`config.mk`:
```
export PLATFORM = sky130hd
export DESIGN_NAME = txr_engine
export DESIGN_NICKNAME = d
export VERILOG_FILES = /design/src/rtl/txr_pkg.sv /design/src/rtl/txr_len_clip.sv /design/src/rtl/txr_byte_pick.sv /design/src/rtl/txr_ring_ptr.sv /design/src/rtl/txr_engine.sv
export SDC_FILE = /design/constraint.sdc
export NUM_CORES = 1
export LEC_CHECK = 0
export BUFFER_PORTS_ARGS = -buffer_cell sky130_fd_sc_hd__buf_2
export CAP_MARGIN = 30
export CORE_MARGIN = 3
export CORE_UTILIZATION = 60
export CTS_CLUSTER_DIAMETER = 30
export DETAILED_ROUTE_END_ITERATION = 16
export PLACE_DENSITY = 0.81
export SYNTH_ARGS = -nofsm -noshare
export SYNTH_HDL_FRONTEND = slang
export SYNTH_SLANG_ARGS = --single-unit
```
`constraint.sdc`:
```
create_clock -name clk -period 13.2 [get_ports clk]
set_input_delay 0.66 -clock clk [delete_from_list [all_inputs] [get_ports clk]]
set_output_delay 0.66 -clock clk [all_outputs]
set_load 0.1 [all_outputs]
```
`src/rtl/txr_pkg.sv`:
```
package txr_pkg;
    // flag bit positions inside the 16-bit flags half-word
    localparam int FLAG_READY = 15;
    localparam int FLAG_WRAP  = 13;
    localparam int FLAG_LAST  = 11;

    typedef enum logic [2:0] {
        S_IDLE,
        S_FETCH_CTL,
        S_FETCH_PTR,
        S_FETCH_DATA,
        S_EMIT,
        S_WRITEBACK
    } state_t;
endpackage

```
`src/rtl/txr_len_clip.sv`:
```
module txr_len_clip #(
    parameter int LEN_W     = 16,
    parameter int MAX_FRAME = 2047
) (
    input  logic [LEN_W-1:0] acc,
    input  logic [LEN_W-1:0] len,
    output logic [LEN_W-1:0] take,
    output logic             over
);
    logic [LEN_W:0] sum;

    always_comb begin
        sum  = {1'b0, acc} + {1'b0, len};
        over = sum > (LEN_W+1)'(MAX_FRAME);
        take = over ? (LEN_W'(MAX_FRAME) - acc) : len;
    end
endmodule

```
`src/rtl/txr_byte_pick.sv`:
```
module txr_byte_pick #(
    parameter int DATA_W = 32
) (
    input  logic [DATA_W-1:0]                 word,
    input  logic [$clog2(DATA_W/8)-1:0]       lane,
    output logic [7:0]                        byte_out
);
    always_comb byte_out = word[8*lane +: 8];
endmodule

```
`src/rtl/txr_ring_ptr.sv`:
```
module txr_ring_ptr #(
    parameter int ADDR_W     = 32,
    parameter int DESC_BYTES = 8
) (
    input  logic              clk,
    input  logic              rst_n,
    input  logic              base_we,
    input  logic [ADDR_W-1:0] base_wdata,
    input  logic              advance,
    input  logic              wrap,
    output logic [ADDR_W-1:0] cur
);
    logic [ADDR_W-1:0] base_q;

    always_ff @(posedge clk) begin
        if (!rst_n) begin
            base_q <= '0;
            cur    <= '0;
        end else if (base_we) begin
            base_q <= base_wdata & ~ADDR_W'(3);
            cur    <= base_wdata & ~ADDR_W'(3);
        end else if (advance) begin
            cur <= wrap ? base_q : cur + ADDR_W'(DESC_BYTES);
        end
    end
endmodule

```
`src/rtl/txr_engine.sv`:
```
module txr_engine
    import txr_pkg::*;
#(
    parameter int ADDR_W     = 32,
    parameter int LEN_W      = 16,
    parameter int MAX_FRAME  = 2047,
    parameter int DESC_BYTES = 8
) (
    input  logic              clk,
    input  logic              rst_n,
    input  logic              ctrl_en,
    input  logic              activate,
    input  logic              ring_base_we,
    input  logic [ADDR_W-1:0] ring_base_wdata,
    output logic              mem_req,
    output logic              mem_we,
    output logic [ADDR_W-1:0] mem_addr,
    output logic [31:0]       mem_wdata,
    input  logic              mem_ack,
    input  logic [31:0]       mem_rdata,
    output logic              tx_valid,
    output logic [7:0]        tx_data,
    input  logic              tx_ready,
    output logic              evt_buf_done,
    output logic              evt_frame_done,
    output logic              evt_babble
);
    localparam int DATA_W = 32;
    localparam int LANE_W = $clog2(DATA_W/8);

    state_t            state, state_nx;
    logic [15:0]       flags_q;
    logic [LEN_W-1:0]  len_q, cnt_q, acc_q, take;
    logic [ADDR_W-1:0] bufp_q, cur;
    logic [7:0]        byte_q, picked;
    logic              pend_q, over, go, advance;

    txr_len_clip #(.LEN_W(LEN_W), .MAX_FRAME(MAX_FRAME)) i_clip (
        .acc(acc_q), .len(len_q), .take(take), .over(over));

    txr_byte_pick #(.DATA_W(DATA_W)) i_pick (
        .word(mem_rdata), .lane(bufp_q[LANE_W-1:0]), .byte_out(picked));

    txr_ring_ptr #(.ADDR_W(ADDR_W), .DESC_BYTES(DESC_BYTES)) i_ptr (
        .clk(clk), .rst_n(rst_n), .base_we(ring_base_we),
        .base_wdata(ring_base_wdata), .advance(advance),
        .wrap(flags_q[FLAG_WRAP]), .cur(cur));

    assign go      = ctrl_en && (activate || pend_q);
    assign advance = (state == S_WRITEBACK) && mem_ack;

    // next-state decision
    always_comb begin
        state_nx = state;
        unique case (state)
            S_IDLE:       if (go) state_nx = S_FETCH_CTL;
            S_FETCH_CTL:  if (mem_ack)
                              state_nx = mem_rdata[16+FLAG_READY] ? S_FETCH_PTR : S_IDLE;
            S_FETCH_PTR:  if (mem_ack)
                              state_nx = (take == '0) ? S_WRITEBACK : S_FETCH_DATA;
            S_FETCH_DATA: if (mem_ack) state_nx = S_EMIT;
            S_EMIT:       if (tx_ready)
                              state_nx = (cnt_q == LEN_W'(1)) ? S_WRITEBACK : S_FETCH_DATA;
            S_WRITEBACK:  if (mem_ack) state_nx = S_FETCH_CTL;
            default:      state_nx = S_IDLE;
        endcase
    end

    // state register and datapath registers
    always_ff @(posedge clk) begin
        if (!rst_n) begin
            state   <= S_IDLE;
            flags_q <= '0;
            len_q   <= '0;
            cnt_q   <= '0;
            acc_q   <= '0;
            bufp_q  <= '0;
            byte_q  <= '0;
            pend_q  <= 1'b0;
        end else begin
            state <= state_nx;
            if (state == S_IDLE)
                pend_q <= 1'b0;
            else if (activate && ctrl_en)
                pend_q <= 1'b1;
            unique case (state)
                S_FETCH_CTL: if (mem_ack) begin
                    flags_q <= mem_rdata[31:16];
                    len_q   <= mem_rdata[LEN_W-1:0];
                end
                S_FETCH_PTR: if (mem_ack) begin
                    bufp_q <= mem_rdata;
                    cnt_q  <= take;
                    acc_q  <= acc_q + take;
                end
                S_FETCH_DATA: if (mem_ack) byte_q <= picked;
                S_EMIT: if (tx_ready) begin
                    bufp_q <= bufp_q + ADDR_W'(1);
                    cnt_q  <= cnt_q - LEN_W'(1);
                end
                S_WRITEBACK: if (mem_ack && flags_q[FLAG_LAST]) acc_q <= '0;
                default: ;
            endcase
        end
    end

    // outputs
    always_comb begin
        mem_req        = 1'b0;
        mem_we         = 1'b0;
        mem_addr       = cur;
        mem_wdata      = {flags_q & ~(16'd1 << FLAG_READY), len_q};
        tx_valid       = 1'b0;
        tx_data        = byte_q;
        evt_buf_done   = 1'b0;
        evt_frame_done = 1'b0;
        evt_babble     = 1'b0;
        unique case (state)
            S_IDLE: ;
            S_FETCH_CTL:  mem_req = 1'b1;
            S_FETCH_PTR: begin
                mem_req    = 1'b1;
                mem_addr   = cur + ADDR_W'(DESC_BYTES/2);
                evt_babble = mem_ack && over;
            end
            S_FETCH_DATA: begin
                mem_req  = 1'b1;
                mem_addr = bufp_q & ~ADDR_W'(3);
            end
            S_EMIT:       tx_valid = 1'b1;
            S_WRITEBACK: begin
                mem_req        = 1'b1;
                mem_we         = 1'b1;
                evt_buf_done   = mem_ack;
                evt_frame_done = mem_ack && flags_q[FLAG_LAST];
            end
            default: ;
        endcase
    end
endmodule

```
=== Word level (Yosys, flattened, before mapping) ===
Index checks and enable logic that the tools add are counted.

* Register bits: 169
* Input bits: 71
* Output and inout port bits: 78
* Logic and storage cells: 83

* $add $sub $neg: 7
* Order comparisons: 1
* Eq/ne operators: 13
* Shift operators: 1
* Muxes and demuxes: 30
* Bitwise operators: 1
* Reduce and logical (&&, ||, !) cells: 19

{| class="wikitable"
|+ Operator list
! operator !! number
|-
| two-way mux 32 bit || 5
|-
| case mux 32 bit (2 select lines) || 2
|-
| two-way mux 16 bit || 5
|-
| case mux 16 bit (2 select lines) || 2
|-
| adder 32 x 1 -> 32 bit, second input constant || 1
|-
| adder 32 x 3 -> 32 bit, second input constant || 1
|-
| adder 32 x 4 -> 32 bit, second input constant || 1
|-
| indexed part select 32 x 6 -> 8 bit || 1
|-
| two-way mux 3 bit || 8
|-
| case mux 3 bit (6 select lines) || 1
|-
| adder 16 x 16 -> 17 bit || 1
|-
| > comparator 17 x 11 -> 1 bit, second input constant || 1
|-
| adder 16 bit || 1
|-
| equality test 16 x 1 -> 1 bit, second input constant || 1
|-
| zero test 16 bit || 1
|-
| subtractor 11 x 16 -> 16 bit, first input constant || 1
|-
| subtractor 16 x 1 -> 16 bit, second input constant || 1
|-
| inequality test 2 bit, second input constant || 6
|-
| equality test 3 x 2 -> 1 bit, second input constant || 2
|-
| equality test 3 bit, second input constant || 2
|-
| two-way mux 1 bit || 6
|-
| AND reduction 3 bit || 2
|-
| AND reduction 6 bit || 1
|-
| nonzero test 2 bit || 3
|-
| other kinds (10) || 16
|}

=== Longest topological paths before layout ===
* Depth in word-level cells: 7
* Gate-level depth with buffers: 23
* Gate-level depth less buffers: 22

=== Modules after synthesis ===
Synthesis repeated with hierarchy kept, for this count alone.

* Cells, all modules: 1,497
* Area total of the unflattened synthesis: 11,318.4 µm²

{| class="wikitable"
|+ Modules (own cells, without submodules)
! module !! instances !! cells each !! area an instance (µm²) !! seq. area each (µm²)
|-
| txr_engine || 1 || 972 || 6,899.1 || 2,142.1
|-
| txr_ring_ptr || 1 || 400 || 3,304.4 || 1,241.2
|-
| txr_len_clip || 1 || 115 || 918.4 || 0.0
|-
| txr_byte_pick || 1 || 10 || 196.4 || 0.0
|}

=== Worst setup path before layout ===
OpenSTA, ideal clock, no wires.

* Path kind: reg-to-reg
* Start: register len_q[0]
* End: register acc_q[15]
* Library setup time: 79 ps
* Arrival: 5,253 ps
* Data required time: 13,121 ps
* Setup slack: 7,868 ps
* Stages on the path, launching flop included: 21
* Buffers on the path: 0
* Period minus slack after synthesis: 5,332 ps
* Cell sequence: dfxtp_1 > ha_1 > inv_1 > fa_1 > nor2b_1 > o211ai_1 > a31oi_1 > o21ai_0 > a2111o_1 > or3_1 > and2_1 > ha_1 > o21ai_0 > o21a_1 > o311ai_0 > o31ai_1 > o21a_1 > o21a_1 > o21a_1 > or2_0 > o211ai_1

* Cells in the longest elaborated chain, start to end: 6

{| class="wikitable"
|+ Ends and longest elaborated chain
! item !! line !! source
|-
| from (decl) || txr_engine.sv:33 || <nowiki>logic [LEN_W-1:0] len_q, cnt_q, acc_q, take;</nowiki>
|-
| from (signal assigned) || txr_engine.sv:89 || <nowiki>len_q <= mem_rdata[LEN_W-1:0];</nowiki>
|-
| adder 16 x 16 -> 17 bit || txr_len_clip.sv:13 || <nowiki>sum = {1'b0, acc} + {1'b0, len};</nowiki>
|-
| > comparator 17 x 11 -> 1 bit || txr_len_clip.sv:14 || <nowiki>over = sum > (LEN_W+1)'(MAX_FRAME);</nowiki>
|-
| two-way mux 16 bit * || txr_len_clip.sv:15 || <nowiki>take = over ? (LEN_W'(MAX_FRAME) - acc) : len;</nowiki>
|-
| adder 16 bit * || txr_engine.sv:94 || <nowiki>acc_q <= acc_q + take;</nowiki>
|-
| two-way mux 16 bit * || txr_engine.sv:91 || <nowiki>S_FETCH_PTR: if (mem_ack) begin</nowiki>
|-
| case mux 16 bit (2 select lines) * || txr_engine.sv:86 || <nowiki>unique case (state)</nowiki>
|-
| to (signal assigned) || txr_engine.sv:94 ||
|-
| to (decl) || txr_engine.sv:33 ||
|}

Mark *: on every way between the ends. The rest lies on a longest branch, timed or not. The select of a mux whose other input is x is not followed.
A chain may end at the register's enable or synchronous reset.

=== Final worst setup path ===
* Start: register len_q[4]
* End: register acc_q[15]

Same word-level chain as after synthesis.

==> results.rst <==
.. list-table::
   :header-rows: 1

   * - Metric
     - Value
   * - Total standard cell area after synthesis
     - ~11000 um^2
   * - Gp weighted congestion
     - between 0.9 and 1
   * - Area of the multi-input gates
     - about 7300 um^2
   * - Number of nets with antenna violations after detailed routing
     - 0
   * - End of the worst hold path
     - tx_data[4]$_SDFFE_PN0P_
   * - Number of remaining DRC errors
     - 0
   * - Count of yosys warnings during synthesis
     - 0
   * - Vias in the first global route
     - 10980
   * - Share of final-layout standard cells stronger than drive strength 1
     - between 10% and 20%
   * - Switch Pwr
     - between 0.9 and 1 mW
   * - Die area
     - 20510 um^2
   * - Initial antenna violation count
     - 0
   * - Post-cts hold buffer count
     - 0
   * - Sequential cell fraction of total power
     - about a third
   * - Combinational share of power
     - roughly 43%
   * - Layout Area Growth over Synthesis
     - 11.90%
   * - Leading post-synthesis cells by cell area
     - sky130_fd_sc_hd__dfxtp_1 30%, sky130_fd_sc_hd__nand2_1 7.3%, sky130_fd_sc_hd__a21oi_1 7.1%
   * - Unrepaired setup endpoints after global routing
     - false
   * - Floorplan core area
     - between 15000 and 20000 um^2
   * - Headroom to the max-slew limit
     - 33.49%
   * - Post-Syn Area per Cell
     - 7.209 um^2
   * - Most used cells in the layout excluding fill and tap cells
     - 219 x sky130_fd_sc_hd__nand2_1, 167 x sky130_fd_sc_hd__dfxtp_1, 159 x sky130_fd_sc_hd__a21oi_1
   * - Via total after detailed routing
     - 12130
   * - Status
     - finished, final reports clean
   * - Critical path fanouts, max
     - 17
   * - Post-CTS Setup Bufs
     - 0
   * - Final hold violation count
     - 0
   * - Startpoint of the worst hold path
     - tx_data[4]$_SDFFE_PN0P_
   * - Worst-case setup margin in the final layout
     - between 7000 and 8000 ps
   * - GRT Util Overall
     - between 30 and 40%
   * - Wire length of the first global-routing pass
     - ~57000 um
   * - Clock skew
     - ~12 ps
   * - Clock power frac
     - 25.7%
   * - Number of resized instances in the post-cts repair step
     - 0
   * - Tightest Hold Check Type
     - flip-flop to flip-flop
   * - Routed via count divided by cell count
     - about 6.5
   * - Number of pins exceeding their max-slew limit in the final report
     - 0
   * - Count of input and output buffers
     - roughly 150
   * - Count of distinct cell types in the synthesized netlist
     - 75
   * - Number of primary I/O pins
     - between 100 and 150
   * - Initial core utilization
     - just over 60%
   * - CTS sink count
     - ~170
   * - Clock tree from TritonCTS
     - done
   * - Fmax
     - around 170 MHz
   * - GR Overflow Total
     - 0
   * - Maximum Capacitance Violations
     - 0
   * - Worst setup EP type
     - flip-flop
   * - Final worst-path cycle share
     - around 44%
   * - Clk slew on worst S/H paths
     - about 80 ps
   * - Latest clock arrival within the worst-skew pair
     - 440 ps
   * - Clock Tree Root
     - sky130_fd_sc_hd__clkbuf_16
   * - Wirelength, routed
     - roughly 35000 um
   * - Drt initial violations
     - 1548
   * - Worst-case register-to-register setup slack
     - roughly 7500 ps
   * - Minimum clock period
     - roughly 5700 ps
   * - Cell depth of the worst min-delay path
     - 2
   * - Actual transition at the worst max-transition pin
     - approximately 1000 ps
   * - Sequential area share after synthesis
     - approximately 30%
   * - CTS buffer count
     - 17
   * - Worst VDD drop
     - approximately 110 uV
   * - Number of fillers in the final layout
     - roughly 1500
   * - Setup violators final
     - 0
   * - Depth of the CTS H-tree
     - 4
   * - Capture instance of the worst register-to-register path
     - acc_q[15]$_SDFFE_PN0P_
   * - Total negative slack for setup checks
     - 0 ps
   * - Internal power
     - between 1 and 1.5 mW
   * - Place WS
     - between 7000 and 8000 ps
   * - Arrival time reported for the critical path endpoint
     - 6120 ps
   * - Switching power as a share of total power
     - between 40 and 50%
   * - Worst Reg2Reg Path Length in Cells
     - 18
   * - HPWL reported at the end of detailed placement
     - 24300 um
   * - Count of flip-flops with a built-in enable after synthesis
     - 0
   * - Die height
     - between 100 and 150 um
   * - Nets
     - between 1500 and 2000
   * - Wire per inst
     - around 19 um
   * - Sort of element at the start of the critical path
     - flip-flop
   * - Area share of the largest cell type after synthesis
     - between 20% and 30%
   * - Required time of the critical path
     - 13570 ps
   * - Diodes inserted
     - 0
   * - Maximum number of pins on one net before global-route repair
     - 93
   * - Post-synthesis cell count
     - 1567
   * - Post-synth top area cell
     - sky130_fd_sc_hd__dfxtp_1
   * - Area occupied by registers
     - 3386 um^2
   * - Critical path type
     - flip-flop to flip-flop
   * - Drt pass-1 iters
     - 7
   * - Syn_nets
     - 1679
   * - Total leakage power
     - 4.978 nW
   * - Fraction of registers with async set or reset after synthesis
     - 0%
   * - Worst reg2reg startpoint
     - len_q[4]$_SDFFE_PN0P_
   * - Number of storage elements in the synthesis netlist
     - around 170
   * - Top flip-flop cell by instance count after synthesis
     - sky130_fd_sc_hd__dfxtp_1
   * - Power per unit of standard cell area
     - 158.1 nW/um^2
   * - Number of buffers on the longest clock path
     - 2
   * - Std cell rows
     - 49
   * - Most common cell after layout, fill and taps aside
     - sky130_fd_sc_hd__nand2_1
   * - Die outline width
     - about 140 um
[worst max-delay path by stage]
stage | to | start | depth (start not counted)
floorplan | acc_q[15]$_SDFFE_PN0P_ | len_q[0]$_SDFFE_PN0P_ | 20
global placement | acc_q[15]$_SDFFE_PN0P_ | len_q[4]$_SDFFE_PN0P_ | 18
detailed placement | acc_q[15]$_SDFFE_PN0P_ | len_q[4]$_SDFFE_PN0P_ | 18
CTS | acc_q[15]$_SDFFE_PN0P_ | len_q[4]$_SDFFE_PN0P_ | 18
global route | acc_q[15]$_SDFFE_PN0P_ | len_q[4]$_SDFFE_PN0P_ | 18
finish | acc_q[15]$_SDFFE_PN0P_ | len_q[4]$_SDFFE_PN0P_ | 18
[power by group through the flow]
| stage | Sequential (mW) | Combinational [mW] | Clock, mW |
|---|---|---|---|
| after floorplan | 0.698 | 0.584 | 0 |
| after global placement | 0.634 | 0.812 | 0 |
| after detailed placement | 0.635 | 0.833 | 0 |
| after CTS | 0.624 | 0.838 | 0.517 |
| after global routing | 0.634 | 0.924 | 0.538 |
| final | 0.627 | 0.858 | 0.514 |
[cell type report]
type / instances / share of cell area [%]
Clock buffer: 17 / 3.365
Timing Repair Buffer: 162 / 7.305
Clock inverter: 15 / 1.396
Tap cell: 229 / 2.267
Inverter: 38 / 1.128
Sequential cell: 169 / 26.78
Multi-Input combinational cell: 1239 / 57.75
[worst max-delay path, cell delays in order (launching register included)]
cell and delay (ps):
sky130_fd_sc_hd__dfxtp_1 480, sky130_fd_sc_hd__ha_1 310, sky130_fd_sc_hd__nor3_1 200, sky130_fd_sc_hd__nor3_1 80, sky130_fd_sc_hd__a2111oi_2 570, sky130_fd_sc_hd__or3_1 200
sky130_fd_sc_hd__nand4_1 610, sky130_fd_sc_hd__or3_1 630, sky130_fd_sc_hd__and2_1 170, sky130_fd_sc_hd__ha_1 350, sky130_fd_sc_hd__o21ai_0 100, sky130_fd_sc_hd__o21a_1 200
sky130_fd_sc_hd__o311ai_0 610, sky130_fd_sc_hd__o31ai_1 210, sky130_fd_sc_hd__o21a_1 250, sky130_fd_sc_hd__o21a_1 210, sky130_fd_sc_hd__o21a_1 110, sky130_fd_sc_hd__or2_0 190
sky130_fd_sc_hd__o211ai_1 170
[state kept, by name (all words and copies together) (netlist names)]
register      count
tx_data           8
bufp_q           32
pend_q            1
flags_q          15
i_ptr.cur        32
state             3
acc_q            16
len_q            16
cnt_q            16
i_ptr.base_q     30
[metrics by stage]
step / instances / instance area (um^2) / total power [mW] / hold WS [ps] / utilization, %
6_report: 1869 / 12640 / 1.998 / 465.1 / 69.42
5_1_grt: 1869 / 12640 / 2.096 / 477.8 / 69.42
4_1_cts: 1866 / 12570 / 1.979 / 460.4 / 69.04
3_5_place_dp: 1834 / 11970 / 1.468 / 456.2 / 65.73
3_3_place_gp: 1833 / 11940 / 1.447 / 447.8 / 65.58
2_1_floorplan: 1567 / 11300 / 1.282 / 435.3 / -
[routing by layer]
layer	GRT usage (%)	up-vias	wire, um
li1	-	5763	-
met1	47.23	5636	14450
met2	54.35	619	16450
met3	4.823	114	3089
met4	13.58	0	1345
met5	0	-	0
[logic make-up (layout without fill, tap and decap cells)]
family                   count (synthesis)  count (layout)  share of synthesized area, %
AO/OA/AOI/OAI                          540             540                         29.89
XOR/XNOR                                16              16                         1.240
adder cells (fa/ha/maj)                 41              41                         4.674
buffers and inverters                  159             232                         5.660
flip-flops                             169             169                         29.95
multiplexers                            24              24                         3.046
other                                    1               1                       0.03319
AND/OR/NAND/NOR                        617             617                         25.51
[cells in the mapped netlist, types with 4 or more instances]
library cell / count
sky130_fd_sc_hd__a21boi_0: 73
sky130_fd_sc_hd__o21ai_1: 5
sky130_fd_sc_hd__nor3b_1: 6
sky130_fd_sc_hd__nand2b_1: 6
sky130_fd_sc_hd__nor2_1: 138
sky130_fd_sc_hd__nor2b_1: 15
sky130_fd_sc_hd__nand4_1: 14
sky130_fd_sc_hd__inv_1: 35
sky130_fd_sc_hd__a21oi_1: 160
sky130_fd_sc_hd__nor3_1: 54
sky130_fd_sc_hd__nand3_1: 50
sky130_fd_sc_hd__mux2i_1: 13
sky130_fd_sc_hd__or3_1: 14
sky130_fd_sc_hd__o22a_1: 4
sky130_fd_sc_hd__o21ai_0: 140
sky130_fd_sc_hd__a31oi_1: 14
sky130_fd_sc_hd__o22ai_1: 19
sky130_fd_sc_hd__ha_1: 39
sky130_fd_sc_hd__mux4_2: 8
sky130_fd_sc_hd__buf_1: 12
sky130_fd_sc_hd__clkbuf_1: 90
sky130_fd_sc_hd__nand2_1: 220
sky130_fd_sc_hd__o221a_2: 9
sky130_fd_sc_hd__xor2_1: 7
sky130_fd_sc_hd__buf_2: 13
sky130_fd_sc_hd__o31ai_1: 5
sky130_fd_sc_hd__nor4_1: 20
sky130_fd_sc_hd__a2bb2oi_1: 9
sky130_fd_sc_hd__or4_1: 4
sky130_fd_sc_hd__a211oi_1: 7
sky130_fd_sc_hd__buf_4: 4
sky130_fd_sc_hd__dfxtp_1: 169
sky130_fd_sc_hd__o21a_1: 14
sky130_fd_sc_hd__o211ai_1: 11
sky130_fd_sc_hd__xnor2_1: 9
sky130_fd_sc_hd__o211a_1: 5
sky130_fd_sc_hd__a22oi_1: 28
sky130_fd_sc_hd__and2_1: 38
sky130_fd_sc_hd__a21o_1: 9
sky130_fd_sc_hd__and3_1: 23
Note: power is estimated with default switching activity, not from simulation.
